[config.mk]
export PLATFORM = sky130hd
export DESIGN_NAME = ptp_fine_clock
export DESIGN_NICKNAME = d
export VERILOG_FILES = /design/src/rtl/ptp_fine_pkg.sv /design/src/rtl/ptp_cfg_regs.sv /design/src/rtl/ptp_rate_accum.sv /design/src/rtl/ptp_tod_counter.sv /design/src/rtl/ptp_pps_gen.sv /design/src/rtl/ptp_fine_clock.sv
export SDC_FILE = /design/constraint.sdc
export NUM_CORES = 1
export LEC_CHECK = 0
export ABC_AREA = 1
export BUFFER_PORTS_ARGS = -buffer_cell sky130_fd_sc_hd__buf_2
export CAP_MARGIN = 20
export CORE_MARGIN = 2
export CORE_UTILIZATION = 52
export CTS_CLUSTER_DIAMETER = 150
export DETAILED_ROUTE_END_ITERATION = 8
export PLACE_DENSITY = 0.77
export SETUP_SLACK_MARGIN = 0.3
export SLEW_MARGIN = 10
export SYNTH_ARGS = -nofsm -noshare
export SYNTH_HDL_FRONTEND = slang
export SYNTH_SLANG_ARGS = --single-unit
[constraint.sdc]
create_clock -name clk -period 3.35 [get_ports clk]
set_input_delay 0.8375 -clock clk [delete_from_list [all_inputs] [get_ports clk]]
set_output_delay 0.8375 -clock clk [all_outputs]
set_load 0.1 [all_outputs]
[src/rtl/ptp_fine_pkg.sv]
package ptp_fine_pkg;

  localparam int unsigned NS_PER_SEC  = 32'd1_000_000_000;
  localparam int          CTRL_EN_BIT = 0;
  localparam int          CTRL_PW_LSB = 8;

  typedef enum logic [1:0] {
    SEL_RATE = 2'd0,
    SEL_STEP = 2'd1,
    SEL_CTRL = 2'd2,
    SEL_NONE = 2'd3
  } cfg_sel_e;

endpackage

[src/rtl/ptp_cfg_regs.sv]
module ptp_cfg_regs
  import ptp_fine_pkg::*;
#(
  parameter int ACC_W = 32,
  parameter int INC_W = 8,
  parameter int PW_W  = 16
) (
  input  logic             clk,
  input  logic             rst,
  input  logic             we,
  input  logic [1:0]       sel,
  input  logic [ACC_W-1:0] wdata,
  output logic [ACC_W-1:0] rate_q,
  output logic [INC_W-1:0] step_q,
  output logic             en_q,
  output logic [PW_W-1:0]  pw_q
);

  always_ff @(posedge clk) begin
    if (rst) begin
      rate_q <= '0;
      step_q <= '0;
      en_q   <= 1'b0;
      pw_q   <= '0;
    end else if (we) begin
      case (cfg_sel_e'(sel))
        SEL_RATE: rate_q <= wdata;
        SEL_STEP: step_q <= wdata[INC_W-1:0];
        SEL_CTRL: begin
          en_q <= wdata[CTRL_EN_BIT];
          pw_q <= wdata[CTRL_PW_LSB +: PW_W];
        end
        default: ;
      endcase
    end
  end

endmodule

[src/rtl/ptp_rate_accum.sv]
module ptp_rate_accum #(
  parameter int ACC_W = 32
) (
  input  logic             clk,
  input  logic             rst,
  input  logic             en,
  input  logic             clr,
  input  logic [ACC_W-1:0] rate,
  output logic             carry
);

  logic [ACC_W-1:0] acc_q;
  logic [ACC_W:0]   sum;

  assign sum   = {1'b0, acc_q} + {1'b0, rate};
  assign carry = en & sum[ACC_W];

  always_ff @(posedge clk) begin
    if (rst || clr) begin
      acc_q <= '0;
    end else if (en) begin
      acc_q <= sum[ACC_W-1:0];
    end
  end

  // a carry can only be produced by a nonzero rate word
  AST_CARRY_NEEDS_RATE: assert property (@(posedge clk) disable iff (rst)
    carry |-> (rate != '0));

endmodule

[src/rtl/ptp_tod_counter.sv]
module ptp_tod_counter
  import ptp_fine_pkg::*;
#(
  parameter int SEC_W = 48,
  parameter int NS_W  = 30,
  parameter int INC_W = 8
) (
  input  logic             clk,
  input  logic             rst,
  input  logic             en,
  input  logic             step,
  input  logic [INC_W-1:0] inc,
  input  logic             ld,
  input  logic [SEC_W-1:0] ld_sec,
  input  logic [NS_W-1:0]  ld_ns,
  output logic [SEC_W-1:0] sec_q,
  output logic [NS_W-1:0]  ns_q,
  output logic             wrap
);

  localparam logic [NS_W:0] NS_LIM = (NS_W+1)'(NS_PER_SEC);

  logic [NS_W:0] ns_sum;
  logic [NS_W:0] ns_wrapped;

  assign ns_sum     = {1'b0, ns_q} + (NS_W+1)'(inc);
  assign ns_wrapped = ns_sum - NS_LIM;
  assign wrap       = step && !ld && (ns_sum >= NS_LIM);

  always_ff @(posedge clk) begin
    if (rst) begin
      sec_q <= '0;
      ns_q  <= '0;
    end else if (ld) begin
      sec_q <= ld_sec;
      ns_q  <= ld_ns;
    end else if (step) begin
      if (wrap) begin
        ns_q  <= ns_wrapped[NS_W-1:0];
        sec_q <= sec_q + SEC_W'(1);
      end else begin
        ns_q  <= ns_sum[NS_W-1:0];
      end
    end
  end

  AST_NS_IN_RANGE: assert property (@(posedge clk) disable iff (rst)
    (!ld && ({1'b0, ns_q} < NS_LIM)) |=> ({1'b0, ns_q} < NS_LIM));

  AST_HOLD_WHEN_OFF: assert property (@(posedge clk) disable iff (rst)
    (!en && !ld) |=> ($stable(ns_q) && $stable(sec_q)));

  AST_NO_STEP_NO_MOVE: assert property (@(posedge clk) disable iff (rst)
    (!step && !ld) |=> $stable(ns_q));

  AST_SEC_BY_ONE: assert property (@(posedge clk) disable iff (rst)
    !ld |=> ((sec_q == $past(sec_q)) || (sec_q == $past(sec_q) + SEC_W'(1))));

endmodule

[src/rtl/ptp_pps_gen.sv]
module ptp_pps_gen #(
  parameter int PW_W = 16
) (
  input  logic            clk,
  input  logic            rst,
  input  logic            tick,
  input  logic [PW_W-1:0] width,
  output logic            pps_q
);

  logic [PW_W-1:0] rem_q;
  logic [PW_W-1:0] width_eff;

  assign width_eff = (width == '0) ? PW_W'(1) : width;

  always_ff @(posedge clk) begin
    if (rst) begin
      rem_q <= '0;
      pps_q <= 1'b0;
    end else if (tick) begin
      rem_q <= width_eff - PW_W'(1);
      pps_q <= 1'b1;
    end else if (rem_q != '0) begin
      rem_q <= rem_q - PW_W'(1);
      pps_q <= 1'b1;
    end else begin
      pps_q <= 1'b0;
    end
  end

  AST_PPS_NO_SPONTANEOUS: assert property (@(posedge clk) disable iff (rst)
    (!tick && !pps_q) |=> !pps_q);

endmodule

[src/rtl/ptp_fine_clock.sv]
module ptp_fine_clock
  import ptp_fine_pkg::*;
#(
  parameter int SEC_W = 48,
  parameter int NS_W  = 30,
  parameter int ACC_W = 32,
  parameter int INC_W = 8,
  parameter int PW_W  = 16
) (
  input  logic             clk,
  input  logic             rst,
  input  logic             cfg_we,
  input  logic [1:0]       cfg_sel,
  input  logic [ACC_W-1:0] cfg_wdata,
  input  logic             ld_stb,
  input  logic [SEC_W-1:0] ld_sec,
  input  logic [NS_W-1:0]  ld_ns,
  output logic [SEC_W-1:0] tod_sec,
  output logic [NS_W-1:0]  tod_ns,
  output logic             pps_out
);

  logic [ACC_W-1:0] rate;
  logic [INC_W-1:0] step_ns;
  logic             run_en;
  logic [PW_W-1:0]  pulse_w;
  logic             acc_carry;
  logic             sec_wrap;

  ptp_cfg_regs #(.ACC_W(ACC_W), .INC_W(INC_W), .PW_W(PW_W)) u_regs (
    .clk    (clk),
    .rst    (rst),
    .we     (cfg_we),
    .sel    (cfg_sel),
    .wdata  (cfg_wdata),
    .rate_q (rate),
    .step_q (step_ns),
    .en_q   (run_en),
    .pw_q   (pulse_w)
  );

  ptp_rate_accum #(.ACC_W(ACC_W)) u_accum (
    .clk   (clk),
    .rst   (rst),
    .en    (run_en),
    .clr   (ld_stb),
    .rate  (rate),
    .carry (acc_carry)
  );

  ptp_tod_counter #(.SEC_W(SEC_W), .NS_W(NS_W), .INC_W(INC_W)) u_tod (
    .clk    (clk),
    .rst    (rst),
    .en     (run_en),
    .step   (acc_carry),
    .inc    (step_ns),
    .ld     (ld_stb),
    .ld_sec (ld_sec),
    .ld_ns  (ld_ns),
    .sec_q  (tod_sec),
    .ns_q   (tod_ns),
    .wrap   (sec_wrap)
  );

  ptp_pps_gen #(.PW_W(PW_W)) u_pps (
    .clk   (clk),
    .rst   (rst),
    .tick  (sec_wrap),
    .width (pulse_w),
    .pps_q (pps_out)
  );

  AST_LOAD_WINS: assert property (@(posedge clk) disable iff (rst)
    ld_stb |=> ((tod_sec == $past(ld_sec)) && (tod_ns == $past(ld_ns))));

  AST_SEC_CARRY_PULSES: assert property (@(posedge clk) disable iff (rst)
    !ld_stb |=> ((tod_sec != $past(tod_sec)) -> pps_out));

endmodule

Yosys cells after proc, flatten, opt, wreduce, memory -nomap -nowiden
Index checks and enable logic that the tools add are counted.

storage, ports and cells
  bits in registers = 184
  bits in latches = 0
  memory bits (writable) = 0
  bits in read-only memories = 0
  bits of input ports = 116
  output and inout port bits = 79
  word-level logic and storage cells = 44
  memories = 0

operators by class
  $add $sub $neg = 6
  multipliers = 0
  divide/modulo/power cells = 0
  magnitude comparators = 1
  equal/unequal tests = 2
  shift-type cells = 0
  mux-type cells = 11
  bitwise logic cells = 1
  reductions and logical operators = 14

operators by type and width
  cell                                                                 number
  two-way mux 48 bit                                                   3
  two-way mux 30 bit                                                   3
  adder 48 x 1 -> 48 bit, second input constant                        1
  two-way mux 16 bit                                                   3
  adder 32 x 32 -> 33 bit                                              1
  subtractor 16 x 1 -> 16 bit, second input constant                   2
  adder 30 x 8 -> 31 bit                                               1
  greater-or-equal comparator 31 x 30 -> 1 bit, second input constant  1
  subtractor 30 bit, second input constant                             1
  zero test 16 bit                                                     1
  nonzero test 16 bit                                                  1
  AND reduction 2 bit                                                  4
  nonzero test 2 bit                                                   3
  equality test 2 x 1 -> 1 bit, second input constant                  1
  equality test 2 bit, second input constant                           1
  logical AND 1 bit                                                    2
  zero test 2 bit                                                      1
  two-way mux 1 bit                                                    2
  AND 1 bit                                                            1
  zero test 1 bit                                                      1
  logical OR 1 bit                                                     1

Depth between registers and ports, before layout
  depth in word-level cells = 7
  mapped depth = 33
  mapped depth without buffers = 31

By module
Synthesis repeated with hierarchy kept, for this count alone.

second synthesis, totals
  cell total of the unflattened synthesis = 2421
  area total of the unflattened synthesis = 14263.7 um2

by module, submodules not included
  module           instances  cells an instance  area each (um2)  seq. area each (um2)
  ptp_tod_counter  1          1158               6811.5           1561.5
  ptp_rate_accum   1          688                3713.6           640.6
  ptp_cfg_regs     1          371                2524.9           1141.1
  ptp_pps_gen      1          204                1213.7           340.3

Worst setup path before layout
OpenSTA, ideal clock, no wires.

  path kind = register to register
  from = register u_tod.ns_q[7]
  to = register u_pps.rem_q[12]
  setup time = 0.065 ns
  arrival = 4.287 ns
  data required time = 3.285 ns
  slack = -1.002 ns
  stages on the path, launching flop included = 32
  buffers on the path = 1
  period minus slack after synthesis = 4.352 ns
  path through = dfxtp_1 ha_1 nand2_1 inv_2 nand2_1 nand2_1 inv_1 nand3_2 or2_2 and2_1 inv_1 ha_1 inv_1 nand3_1 nor2_1 nor2_1 nor2_2 nand3_2 nand3_2 nand2_2 buf_6 nand2_1 o21ai_2 ha_1 nand3_2 nor2_4 nand2_1 nor2_2 nand3_1 nand2_1 nand2_1 nor2_1

between the ends
  word-level cells in the longest chain between the ends = 4
  elaborated cells between the ends (all ways) = 5
  classes of those cells = 1 x add/sub; 1 x order compare; 1 x mux; 2 x reduce/logical

ends and longest elaborated chain
  element                                                          line                   RTL
  start: declaration                                               ptp_tod_counter.sv:17  output logic [NS_W-1:0] ns_q,
  start signal: assignment                                         ptp_tod_counter.sv:36  ns_q <= ld_ns;
  start signal: assignment                                         ptp_tod_counter.sv:39  ns_q <= ns_wrapped[NS_W-1:0];
  start signal: assignment                                         ptp_tod_counter.sv:42  ns_q <= ns_sum[NS_W-1:0];
  adder 30 x 8 -> 31 bit (*)                                       ptp_tod_counter.sv:26  assign ns_sum = {1'b0, ns_q} + (NS_W+1)'(inc);
  greater-or-equal comparator 31 x 30 -> 1 bit (*)                 ptp_tod_counter.sv:28  assign wrap = step && !ld && (ns_sum >= NS_LIM);
  logical AND 1 bit (*)                                            ptp_tod_counter.sv:28
  two-way mux 16 bit / nonzero test 2 bit (equally long branches)  -
  end signal: assignment                                           ptp_pps_gen.sv:21      rem_q <= width_eff - PW_W'(1);
  end signal: assignment                                           ptp_pps_gen.sv:24      rem_q <= rem_q - PW_W'(1);
  end: declaration                                                 ptp_pps_gen.sv:11      logic [PW_W-1:0] rem_q;

Every way passes the cells marked *; elsewhere a longest branch is shown, timed or not.
A chain may end at the register's enable or synchronous reset.

Worst setup path in the final report
  from = register u_tod.ns_q[0]
  to = register u_pps.rem_q[12]

The elaborated chain is that of the path after synthesis.

==> impl_results.md <==
- Setup tns final: -1590 ps
- H-Tree Depth: 4
- Sequential area share after synthesis: 30.2%
- Worst r2r path cells: 29
- Crit-path max cell delay: 370 ps
- Nets@finish: 2371
- Latest clock arrival within the worst-skew pair: 440 ps
- CP max-delay cell: fa_2
- CP most frequent cell: nand2_2
- Total track usage: 31.0%
- Post-Synthesis Cells: 1909
- Avg WL per Cell: 15.6 microns
- Total number of vias: 13800
- Worst setup margin: -254 ps
- Full die area: 24700 sq um
- Layout cells sized above 1: 27.8%
- Initial detailed-routing violation count: 1149
- Unrepaired setup endpoints after global routing: yes
- Area post-placement: 14500 sq um
- Post-synth top area share: 30.2%
- Clock Skew: 18.4 ps
- CP Depth: 29
- Pwr dens: 450 nW/um^2
- Worst Hold Class: flip-flop to flip-flop
- CP Data Arrival Time: 3980 ps
- Dominant cells by area after synthesis: dfxtp_1, nand2_1, nor2_1
- Final instance area: 16100 sq um
- GP Congestion: 0.962
- Hold_ws: 469 ps
- Slack of the worst reg-to-reg path: -250 ps
- Clk root buf: clkbuf_16
- Reg clk slew, reported paths: 80 ps
- Synth top cells by count: nand2_1, nor2_1, inv_1
- Outcome: finished, violations left
- Total design power: 0.00726 W
- First-pass GRT wire length: 62100 microns
- CORE AREA: 23300 sq um
- FMAX: 0.277 GHz
- Static leakage: 7.60 nW
- Setup violators final: 14
- Remaining DRCs: 0
- Vias in the first global route: 12800
- Max cap viols: 0
- Hold Buf Count CTS: 0
- Final hold vios: 0
- Synth Flop Type: dfxtp_1
- Pre-Repair DR Iteration Count: 7
- Req. time, crit path: 3720 ps
- Die Wd: 157 microns
- DRT Wirelength: 39800 microns
- Largest net degree at the start of global routing: 66
- Startpoint types: flip-flop
- Num rows: 56
- Fraction of registers with async set/reset: 0%
- Final Util: 69.4%
- Yosys top cell by area: dfxtp_1
- Netlist cell types: 52
- Peak VDD IR: 0.479 mV
- Synthesis Warnings: 0
- Netlist Area Pre-Place: 12200 sq um
- Ports: 195
- Avg Cell Area, Syn: 6.39 sq um
- IO buf count: 194
- Overflow after GRT: 0
- Initial antenna violation count: 2
- WS Path Type: flip-flop to flip-flop
- EDFF count, synth: 0
- Max Fanout on Critical Path: 8
- Initial Utilization: 52.4%
- Tmin final: 3600 ps
- Hold path depth: 2
- Buf+Inv Stages, Crit Path: 2
- Rel. slew slack: 38.6%
- Failing checks: setup timing
- Mapped Nets: 2070
- Die height: 157 microns
- TritonCTS buffer count: 17
- Antenna viol nets, final: 0
- CTS tree: done
- Via density: 5.44
- Final period util: 108%
- Clock sinks: 184
- Worst-Margin Slew: 918 ps
- Synthesis-stage register bit count: 184
- Crit. End Element: flip-flop
- Most instantiated library cell after synthesis: nand2_1
- CP delay by family, top: simple AND/OR/NAND/NOR gates
- Hpwl dp: 28500 microns
- Final slew viol count: 0
- Worst-case clock buffer depth: 2
- Area grow syn2layout: 32.4%
-- cell type report --
type,count,area (sq um)
multi-input cells,1450,8180
fillers,1985,7120
flip-flops and latches,184,3760
repair buffers,354,2400
inverters,203,774
clock buffers,21,482
well taps,319,399
clock inverters,9,139
diodes,2,5.00
-- registers in the layout (all words and copies together), names as in the netlist --
name / cells
u_regs.en_q: 1
u_pps.rem_q: 16
u_tod.ns_q: 30
u_tod.sec_q: 48
u_accum.acc_q: 32
u_regs.pw_q: 16
u_regs.rate_q: 32
u_regs.step_q: 8
u_pps.pps_q: 1
-- stage by stage --
stage                     setup WS, ps  std cells
after floorplan                   -262       1909
after detailed placement          -320       2475
final                             -254       2542
after global routing              -448       2542
after CTS                        -44.4       2520
after global placement            -180       2475
-- worst paths after layout --
path,startpoint,end
worst min register to register,u_regs.pw_q[0],u_regs.pw_q[0]
worst min-delay path,u_regs.pw_q[0],u_regs.pw_q[0]
worst max-delay path,u_tod.ns_q[0],u_pps.rem_q[12]
worst max register to register,u_tod.ns_q[0],u_pps.rem_q[12]
-- layout by cell type (no fill, tap or decap), drive strengths merged, types with 2 or more instances in the layout --
| master | Yosys | layout |
|---|---|---|
| nand4 | 28 | 28 |
| ha | 43 | 43 |
| nor4 | 11 | 11 |
| a21boi | 2 | 2 |
| clkbuf | 52 | 21 |
| a31oi | 66 | 66 |
| diode | 0 | 2 |
| inv | 203 | 204 |
| o21a | 2 | 2 |
| dfxtp | 184 | 184 |
| bufbuf | 0 | 2 |
| a21o | 9 | 9 |
| o221ai | 4 | 4 |
| nand3b | 2 | 2 |
| clkinv | 0 | 3 |
| nand2 | 514 | 514 |
| nor2 | 275 | 275 |
| o31ai | 3 | 3 |
| nand3 | 118 | 118 |
| and2 | 2 | 2 |
| or2 | 5 | 5 |
| fa | 2 | 2 |
| o211ai | 5 | 5 |
| a22oi | 8 | 8 |
| o21bai | 3 | 3 |
| nor3b | 5 | 5 |
| a21oi | 85 | 85 |
| clkinvlp | 0 | 2 |
| buf | 20 | 352 |
| nor3 | 33 | 33 |
| a221oi | 2 | 2 |
| o21ai | 130 | 130 |
| xor2 | 62 | 62 |
| xnor2 | 24 | 24 |
| bufinv | 0 | 3 |
-- timing repair --
item                       in CTS  in global routing
setup endpoints to repair      87                101
cloned                          3                  0
pin swaps                      37                 49
hold endpoints to repair        0                  0
resized for setup              67                116
buffers inserted               12                 19
-- worst reg2reg max path, delay by kind of cell, from the launching register on --
| kind | cells | cell delay (ps) |
|---|---|---|
| adder cells (fa/ha/maj) | 3 | 670 |
| buffers and inverters | 2 | 140 |
| flip-flops | 1 | 360 |
| AND/OR/NAND/NOR | 24 | 2370 |
-- where the power goes --
| part | total, W | leakage [nW] | switching, W | internal [W] |
|---|---|---|---|---|
| Clock | 0.00217 | 0.299 | 0.000907 | 0.00126 |
| Combinational | 0.00256 | 5.78 | 0.00161 | 0.000953 |
| Sequential | 0.00254 | 1.53 | 0.000169 | 0.00237 |
-- metal layers --
metal / up-vias / part of all wire, % / track usage (%)
met4: 0 / 2.7 / 9.31
met1: 6404 / 43 / 41.1
met3: 88 / 6.5 / 3.66
li1: 6823 / - / -
met2: 517 / 47 / 52.8
met5: - / 0 / 0
-- cell families (layout without fill, tap and decap cells) --
kind of cell	Yosys count	in the layout	share of synthesized area [%]
compound gates	324	324	15.2
xor+xnor	86	86	6.18
fa+ha+maj	45	45	4.74
buf+inv	275	587	8.82
flops	184	184	30.2
other cells	0	2	0
simple gates	995	995	34.9
(Power assumes the default switching activity.)
